==> config.mk <==
export PLATFORM = sky130hd
export DESIGN_NAME = vu_unpack_engine
export DESIGN_NICKNAME = d
export VERILOG_FILES = /design/src/rtl/vu_unpack_pkg.sv /design/src/rtl/vu_elem_extract.sv /design/src/rtl/vu_lane_mix.sv /design/src/rtl/vu_unpack_engine.sv
export SDC_FILE = /design/constraint.sdc
export NUM_CORES = 2
export LEC_CHECK = 0
export ABC_AREA = 1
export BUFFER_PORTS_ARGS = -buffer_cell sky130_fd_sc_hd__buf_2
export CAP_MARGIN = 25
export CORE_AREA = 5 5 299 301
export DETAILED_ROUTE_END_ITERATION = 8
export DIE_AREA = 0 0 304 306
export PLACE_DENSITY = 0.73
export SLEW_MARGIN = 20
export SYNTH_ARGS = -nofsm -noshare
export SYNTH_HDL_FRONTEND = slang
export SYNTH_HIERARCHICAL = 1
export SYNTH_SLANG_ARGS = --single-unit
==> constraint.sdc <==
create_clock -name clk -period 11.48 [get_ports clk]
set_input_delay 1.722 -clock clk [delete_from_list [all_inputs] [get_ports clk]]
set_output_delay 1.722 -clock clk [all_outputs]
set_load 0.01 [all_outputs]
==> src/rtl/vu_unpack_pkg.sv <==
package vu_unpack_pkg;
  localparam int LANES  = 4;
  localparam int WORD_W = 32;
  localparam int VEC_W  = LANES * WORD_W;

  typedef logic [LANES-1:0][WORD_W-1:0] vec_t;

  typedef enum logic [1:0] {
    ST_IDLE   = 2'd0,
    ST_GATHER = 2'd1,
    ST_READ   = 2'd2,
    ST_WRITE  = 2'd3
  } state_e;
endpackage

==> src/rtl/vu_elem_extract.sv <==
// Pulls one element out of a stream word at a bit offset, sign-extended,
// and also splits the low half of the word into four 5/5/5/1 lanes.
module vu_elem_extract
  import vu_unpack_pkg::*;
(
  input  logic [WORD_W-1:0] word_i,
  input  logic [4:0]        boff_i,
  input  logic [1:0]        vl_i,
  output logic [WORD_W-1:0] elem_o,
  output vec_t              pk5_o
);
  logic [WORD_W-1:0] shifted;

  always_comb begin
    shifted = word_i >> boff_i;
    unique case (vl_i)
      2'd1:    elem_o = {{(WORD_W-16){shifted[15]}}, shifted[15:0]};
      2'd2:    elem_o = {{(WORD_W-8){shifted[7]}}, shifted[7:0]};
      default: elem_o = shifted;
    endcase
  end

  assign pk5_o[0] = {{(WORD_W-5){word_i[4]}},  word_i[4:0]};
  assign pk5_o[1] = {{(WORD_W-5){word_i[9]}},  word_i[9:5]};
  assign pk5_o[2] = {{(WORD_W-5){word_i[14]}}, word_i[14:10]};
  assign pk5_o[3] = {WORD_W{word_i[15]}};
endmodule

==> src/rtl/vu_lane_mix.sv <==
// Per-lane source select (input / row / column / keep) then row add.
module vu_lane_mix
  import vu_unpack_pkg::*;
(
  input  vec_t               src_i,
  input  vec_t               old_i,
  input  vec_t               row_i,
  input  logic [WORD_W-1:0]  col_i,
  input  logic [2*LANES-1:0] sel_i,
  input  logic [1:0]         mode_i,
  output vec_t               res_o
);
  for (genvar i = 0; i < LANES; i++) begin : g_lane
    logic [WORD_W-1:0] picked;
    always_comb begin
      unique case (sel_i[2*i +: 2])
        2'd1:    picked = row_i[i];
        2'd2:    picked = col_i;
        2'd3:    picked = old_i[i];
        default: picked = src_i[i];
      endcase
    end
    assign res_o[i] = (mode_i == 2'd1 || mode_i == 2'd2) ? picked + row_i[i] : picked;
  end
endmodule

==> src/rtl/vu_unpack_engine.sv <==
module vu_unpack_engine
  import vu_unpack_pkg::*;
#(
  parameter int AW = 10
) (
  input  logic              clk,
  input  logic              rst,
  input  logic              cmd_valid,
  output logic              cmd_ready,
  input  logic [4:0]        cmd_fmt,
  input  logic [7:0]        cmd_num,
  input  logic [15:0]       cmd_imm,
  input  logic [7:0]        cfg_cl,
  input  logic [7:0]        cfg_wl,
  input  logic [1:0]        cfg_mode,
  input  logic [31:0]       cfg_mask,
  input  logic [9:0]        cfg_tops,
  input  logic [VEC_W-1:0]  cfg_col,
  input  logic              row_ld,
  input  logic [VEC_W-1:0]  row_ld_data,
  output logic [VEC_W-1:0]  row_q,
  input  logic              s_valid,
  output logic              s_ready,
  input  logic [WORD_W-1:0] s_data,
  output logic              mem_rd_en,
  output logic              mem_wr_en,
  output logic [AW-1:0]     mem_addr,
  input  logic [VEC_W-1:0]  mem_rdata,
  output logic [VEC_W-1:0]  mem_wdata,
  output logic              busy,
  output logic              done,
  output logic              err
);
  localparam int POS_W = 9;  // holds 256

  state_e            state;
  logic [1:0]        vn_q, vl_q, eidx;
  logic              msk_q, zero_q;
  logic [POS_W-1:0]  vcnt, vtot, jpos;
  logic [AW-1:0]     base_q, blk_q;
  logic [4:0]        boff, estep;
  logic [WORD_W-1:0] wbuf, word_cur, elem;
  vec_t              unp_q, row_r, pk5, src_v, mix_v, col_v, old_v;

  logic [POS_W-1:0]  wl_eff;
  logic              skip_pos, have, last_elem, invalid;
  logic [1:0]        mrow, cidx;
  logic [2*LANES-1:0] sel_bits;
  logic [9:0]        base_calc;
  logic [AW-1:0]     cur_addr;

  assign wl_eff    = (cfg_wl == 8'd0) ? 9'd256 : {1'b0, cfg_wl};
  assign skip_pos  = ({1'b0, cfg_cl} < wl_eff) && (jpos >= {1'b0, cfg_cl});
  assign word_cur  = (boff == 5'd0) ? s_data : wbuf;
  assign s_ready   = (state == ST_GATHER) && !skip_pos && (boff == 5'd0);
  assign have      = (state == ST_GATHER) && !skip_pos && ((boff != 5'd0) || s_valid);
  assign last_elem = (vl_q == 2'd3) || (eidx == vn_q);
  assign invalid   = (cmd_fmt[1:0] == 2'd3) && (cmd_fmt[3:2] != 2'd3);
  assign base_calc = cmd_imm[9:0] + (cmd_imm[15] ? cfg_tops : 10'd0);
  assign cur_addr  = base_q + blk_q + AW'(jpos);
  assign mrow      = (jpos > 9'd3) ? 2'd3 : jpos[1:0];
  assign cidx      = (vcnt > 9'd3) ? 2'd3 : vcnt[1:0];
  assign sel_bits  = msk_q ? cfg_mask[{mrow, 3'b000} +: 2*LANES] : '0;
  assign col_v     = cfg_col;
  assign old_v     = mem_rdata;

  assign cmd_ready = (state == ST_IDLE);
  assign busy      = (state != ST_IDLE);
  assign row_q     = row_r;

  always_comb begin
    unique case (vl_q)
      2'd1:    estep = 5'd16;
      2'd2:    estep = 5'd8;
      default: estep = 5'd0;
    endcase
  end

  always_comb begin
    for (int i = 0; i < LANES; i++) begin
      if (zero_q)                 src_v[i] = '0;
      else if (vn_q == 2'd0)      src_v[i] = unp_q[0];
      else if (i <= int'(vn_q))   src_v[i] = unp_q[i];
      else                        src_v[i] = '0;
    end
  end

  vu_elem_extract u_extract (
    .word_i (word_cur),
    .boff_i (boff),
    .vl_i   (vl_q),
    .elem_o (elem),
    .pk5_o  (pk5)
  );

  vu_lane_mix u_mix (
    .src_i  (src_v),
    .old_i  (old_v),
    .row_i  (row_r),
    .col_i  (col_v[cidx]),
    .sel_i  (sel_bits),
    .mode_i (cfg_mode),
    .res_o  (mix_v)
  );

  always_ff @(posedge clk) begin
    if (rst) begin
      state     <= ST_IDLE;
      vn_q      <= '0;
      vl_q      <= '0;
      msk_q     <= 1'b0;
      eidx      <= '0;
      zero_q    <= 1'b0;
      vcnt      <= '0;
      vtot      <= '0;
      jpos      <= '0;
      base_q    <= '0;
      blk_q     <= '0;
      boff      <= '0;
      wbuf      <= '0;
      unp_q     <= '0;
      row_r     <= '0;
      mem_rd_en <= 1'b0;
      mem_wr_en <= 1'b0;
      mem_addr  <= '0;
      mem_wdata <= '0;
      done      <= 1'b0;
      err       <= 1'b0;
    end else begin
      mem_rd_en <= 1'b0;
      mem_wr_en <= 1'b0;
      done      <= 1'b0;
      unique case (state)
        ST_IDLE: begin
          if (row_ld) row_r <= row_ld_data;
          if (cmd_valid) begin
            err    <= invalid;
            vn_q   <= cmd_fmt[3:2];
            vl_q   <= cmd_fmt[1:0];
            msk_q  <= cmd_fmt[4];
            vtot   <= (cmd_num == 8'd0) ? 9'd256 : {1'b0, cmd_num};
            vcnt   <= '0;
            jpos   <= '0;
            blk_q  <= '0;
            base_q <= AW'(base_calc);
            boff   <= '0;
            eidx   <= '0;
            zero_q <= 1'b0;
            if (invalid) done  <= 1'b1;
            else         state <= ST_GATHER;
          end
        end
        ST_GATHER: begin
          if (skip_pos) begin
            zero_q    <= 1'b1;
            mem_rd_en <= 1'b1;
            mem_addr  <= cur_addr;
            state     <= ST_READ;
          end else if (have) begin
            if (boff == 5'd0) wbuf <= s_data;
            boff <= boff + estep;
            if (vl_q == 2'd3) unp_q <= pk5;
            else              unp_q[eidx] <= elem;
            eidx <= eidx + 2'd1;
            if (last_elem) begin
              eidx      <= '0;
              zero_q    <= 1'b0;
              mem_rd_en <= 1'b1;
              mem_addr  <= cur_addr;
              state     <= ST_READ;
            end
          end
        end
        ST_READ: state <= ST_WRITE;
        ST_WRITE: begin
          mem_wr_en <= 1'b1;
          mem_wdata <= mix_v;
          if (cfg_mode == 2'd2) row_r <= mix_v;
          zero_q <= 1'b0;
          vcnt   <= vcnt + 9'd1;
          if (jpos + 9'd1 == wl_eff) begin
            jpos  <= '0;
            blk_q <= blk_q + AW'(cfg_cl);
          end else begin
            jpos <= jpos + 9'd1;
          end
          if (vcnt + 9'd1 == vtot) begin
            state <= ST_IDLE;
            done  <= 1'b1;
          end else begin
            state <= ST_GATHER;
          end
        end
        default: state <= ST_IDLE;
      endcase
    end
  end
endmodule

==> metrics.cfg <==
[yosys]
post-synth-top-area-fraction_pct = 22.7
synthesis.area_sq_um = 43100
synth_largest_area_cell = sky130_fd_sc_hd__dfxtp_1
async_reset_ff_share_pct = 0
synth_enable_flop_cells = 0
number_of_register_bits_inferred_by_synthesis = 489
synth_ff_type = sky130_fd_sc_hd__dfxtp_1
syn_avg_cell_area_sq_um = 5.76
synth_cell_type_count = 54
register_area_share_after_synthesis_pct = 22.7
ys_warn_count = 6
synth.area.top_cells = sky130_fd_sc_hd__dfxtp_1 23%, sky130_fd_sc_hd__nand2_1 22%, sky130_fd_sc_hd__inv_1 8.0%
syn_inst = 7486

[sta]
min_period_over_period_pct = 60.8
clock.fmax_mhz = 143
timing.slew.headroom_pct = 18.4
finalWorstPathRequiredPeriod_ps = 6980
finalHoldViolCount = 0
setup_viol = 0
finClkSkew_ps = 22.7
worst_slack_ps = 4500
setup-tns-final_ps = 0
rsz0062_at_grt = false
worst_slew_pin_tran_ps = 1220
maxSlewViolCount = 0

[clocking]
cts_setup_buffers = 0
clk_pin_slew_worst_paths_ps = 60
cts_buffer_depth = 3
post_cts_resize_count = 0
clockRootBuffer = sky130_fd_sc_hd__clkbuf_16
clock_sink_count = 489
clkLatencyLatePin_ps = 640
cts_buffers = 56
cts_hold_buffers = 0
htreeDepth = 2
tritoncts = done

[floorplanning]
initial_utilization_pct = 49.9
ioPinCount = 783
die_x_um = 304
die_height_um = 306
rows = 108
dieArea_sq_um = 93000
core-area_sq_um = 86300

[cells_and_area]
area_delta_synth_final_pct = 12.1
design.final.nets = 8563
post_route_cells_drive_above_1_share_pct = 13.3
final_common_cell = sky130_fd_sc_hd__nand2_1
most_frequent_cells_in_the_layout = 2501 x sky130_fd_sc_hd__nand2_1, 917 x sky130_fd_sc_hd__inv_1, 776 x sky130_fd_sc_hd__buf_2, 572 x sky130_fd_sc_hd__o21ai_0, 561 x sky130_fd_sc_hd__a21oi_1

[global_routing]
grt_start_max_net_pins = 106
wire_length_of_the_first_global_routing_pass_um = 288000
globalRouteOverflowTotal = 0
via_count_of_the_first_global_routing_pass = 46200
grt_overall_usage_pct = 39.5
initial_antenna_violation_count = 13

[status]
run_status = complete, no violations

[power]
ir_drop_uv = 167
power_per_cell_area_nw_per_um2 = 280
netSwitchingFraction_pct = 56.4
part_of_the_power_in_registers_pct = 19.4
clock_power_share_pct = 13.6
intPower_mw = 5.90
comb_power_share_pct = 66.9
net-switching-power_mw = 7.64
leakagePower_nw = 25.0

[critical_path]
critical_path.endpoint_type = flip-flop
crit-reg2reg-capture = row_q[40]$_SDFFE_PP0P_
timing.reg2reg.worst_path_depth = 27
timing.critical_path.from = jpos[1]$_SDFFE_PP0P_
critical_path.most_common_cell = sky130_fd_sc_hd__nand2_1
rrSetupSlack_ps = 4500
criticalPathCategory = flip-flop to flip-flop
timing.critical_path.from_type = flip-flop
critical_path.reg2reg.startpoint = jpos[1]$_SDFFE_PP0P_
worst-path-max-fanout = 33
critical-path-slowest-cell = sky130_fd_sc_hd__a21oi_1
crit_path_max_incr_delay_ps = 730
worstPathRequired_ps = 12030
cp.arrival_ps = 7530

[drt]
wire_per_inst_um = 21.8
remaining_drc_errors = 0
vias_per_cell = 5.75
vias = 52100
wl_um = 197000
detailedRoute.firstIterationViolations = 7000
drt_first_pass_iters = 9
remaining_antenna_violation_count = 0

[placed_design]
preCtsSetupSlack_ps = 4860
io_buffer_count = 777
place.detailed.hpwl_um = 151000
routabilityCongestion = 1.03

[worst_hold_path]
min_delay_worst_endpoint = wbuf[5]$_SDFFE_PP0P_
min_from = wbuf[5]$_SDFFE_PP0P_
hold-path-cell-count = 2
class_of_the_worst_hold_path = flip-flop to flip-flop

[job]
max-cap-violations = 0

-- cells in the mapped netlist (2+ instances only) --
library cell,count
sky130_fd_sc_hd__a21o_1,5
sky130_fd_sc_hd__a21oi_1,572
sky130_fd_sc_hd__a221oi_1,49
sky130_fd_sc_hd__a31oi_1,167
sky130_fd_sc_hd__and2_1,6
sky130_fd_sc_hd__buf_1,31
sky130_fd_sc_hd__buf_2,87
sky130_fd_sc_hd__buf_4,140
sky130_fd_sc_hd__buf_6,18
sky130_fd_sc_hd__clkbuf_1,260
sky130_fd_sc_hd__clkbuf_2,10
sky130_fd_sc_hd__clkinv_1,2
sky130_fd_sc_hd__dfxtp_1,489
sky130_fd_sc_hd__fa_1,16
sky130_fd_sc_hd__ha_1,177
sky130_fd_sc_hd__inv_1,922
sky130_fd_sc_hd__inv_2,23
sky130_fd_sc_hd__nand2_1,2504
sky130_fd_sc_hd__nand2_2,5
sky130_fd_sc_hd__nand2_4,2
sky130_fd_sc_hd__nand3_1,556
sky130_fd_sc_hd__nand3_2,12
sky130_fd_sc_hd__nand3_4,3
sky130_fd_sc_hd__nand3b_1,17
sky130_fd_sc_hd__nand4_1,36
sky130_fd_sc_hd__nor2_1,447
sky130_fd_sc_hd__nor2_2,5
sky130_fd_sc_hd__nor2_4,4
sky130_fd_sc_hd__nor3_1,20
sky130_fd_sc_hd__nor4_1,4
sky130_fd_sc_hd__o2111ai_1,70
sky130_fd_sc_hd__o2111ai_4,2
sky130_fd_sc_hd__o211ai_1,20
sky130_fd_sc_hd__o21ai_0,576
sky130_fd_sc_hd__o21ai_1,91
sky130_fd_sc_hd__o21ai_2,4
sky130_fd_sc_hd__o21bai_1,19
sky130_fd_sc_hd__o32ai_1,2
sky130_fd_sc_hd__or2_0,4
sky130_fd_sc_hd__or2_1,7
sky130_fd_sc_hd__or2_2,9
sky130_fd_sc_hd__xnor2_1,56
sky130_fd_sc_hd__xor2_1,26
-- metal layers --
metal | GRT usage, % | vias up | wire length (um)
met1 | 52.1 | 23800 | 77800
met4 | 19.0 | 16 | 11500
met5 | 0 | - | 113
li1 | - | 24800 | -
met2 | 60.8 | 2979 | 84300
met3 | 9.51 | 507 | 23500
-- logic make-up after synthesis --
| logic type | Yosys count | synth area share [%] |
|---|---|---|
| AO/OA/AOI/OAI | 1582 | 20.4 |
| XOR/XNOR | 84 | 1.77 |
| adder cells (fa/ha/maj) | 193 | 5.88 |
| buffers and inverters | 1495 | 14.9 |
| flip-flops | 489 | 22.7 |
| other | 1 | 0.00870 |
| AND/OR/NAND/NOR | 3642 | 34.4 |
-- layout make-up --
type | instances | area, sq um
Clock buffer | 75 | 1590
Multi-Input combinational cell | 5509 | 27100
Inverter | 948 | 3580
Tap cell | 1155 | 1450
Antenna cell | 4 | 10.0
Sequential cell | 489 | 9790
Clock inverter | 29 | 282
Timing Repair Buffer | 856 | 4540
Fill cell | 9015 | 38000
-- worst max path at each step --
stage	endpoint	slack, ps	cells after the start
2_1_floorplan	row_q[80]$_SDFFE_PP0P_	6710	23
3_3_place_gp	row_q[48]$_SDFFE_PP0P_	4970	30
3_5_place_dp	row_q[120]$_SDFFE_PP0P_	4860	29
4_1_cts	row_q[120]$_SDFFE_PP0P_	4820	29
5_1_grt	row_q[40]$_SDFFE_PP0P_	4200	27
6_report	row_q[40]$_SDFFE_PP0P_	4500	27
-- power by group through the flow --
stage	logic [mW]	registers [mW]	clock network, mW
6_report	9.06	2.63	1.84
5_1_grt	9.85	2.65	1.93
4_1_cts	8.75	2.60	1.86
3_5_place_dp	8.72	2.63	0
3_3_place_gp	8.62	2.63	0
2_1_floorplan	6.05	2.54	0
-- critical path: cells and delay by family, from the launching register on --
kind	cells	cell delay, ps
fa+ha+maj	3	1080
xor+xnor	1	90
flops	1	520
buf+inv	6	1550
simple gates	11	1800
compound gates	6	1810
-- state kept, by name (all words and copies together) (netlist names), 2 cells and up --
signal	cells
base_q	10
blk_q	10
boff	2
eidx	2
jpos	9
mem_addr	10
mem_wdata	128
row_q	128
state	2
unp_q	128
vcnt	9
vl_q	2
vn_q	2
vtot	9
wbuf	32
-- per-stage QoR --
| stage | power, mW | instance area (sq um) | std cells | util, % | hold WS (ps) |
|---|---|---|---|---|---|
| floorplan | 8.58 | 43100 | 7493 | - | 425 |
| global placement | 11.2 | 46400 | 8953 | 53.7 | 435 |
| detailed placement | 11.4 | 46400 | 8954 | 53.7 | 440 |
| CTS | 13.2 | 48300 | 9058 | 55.9 | 448 |
| global route | 14.4 | 48300 | 9062 | 56.0 | 465 |
| finish | 13.5 | 48300 | 9065 | 56.0 | 445 |
Note: power is estimated with default switching activity, not from simulation.
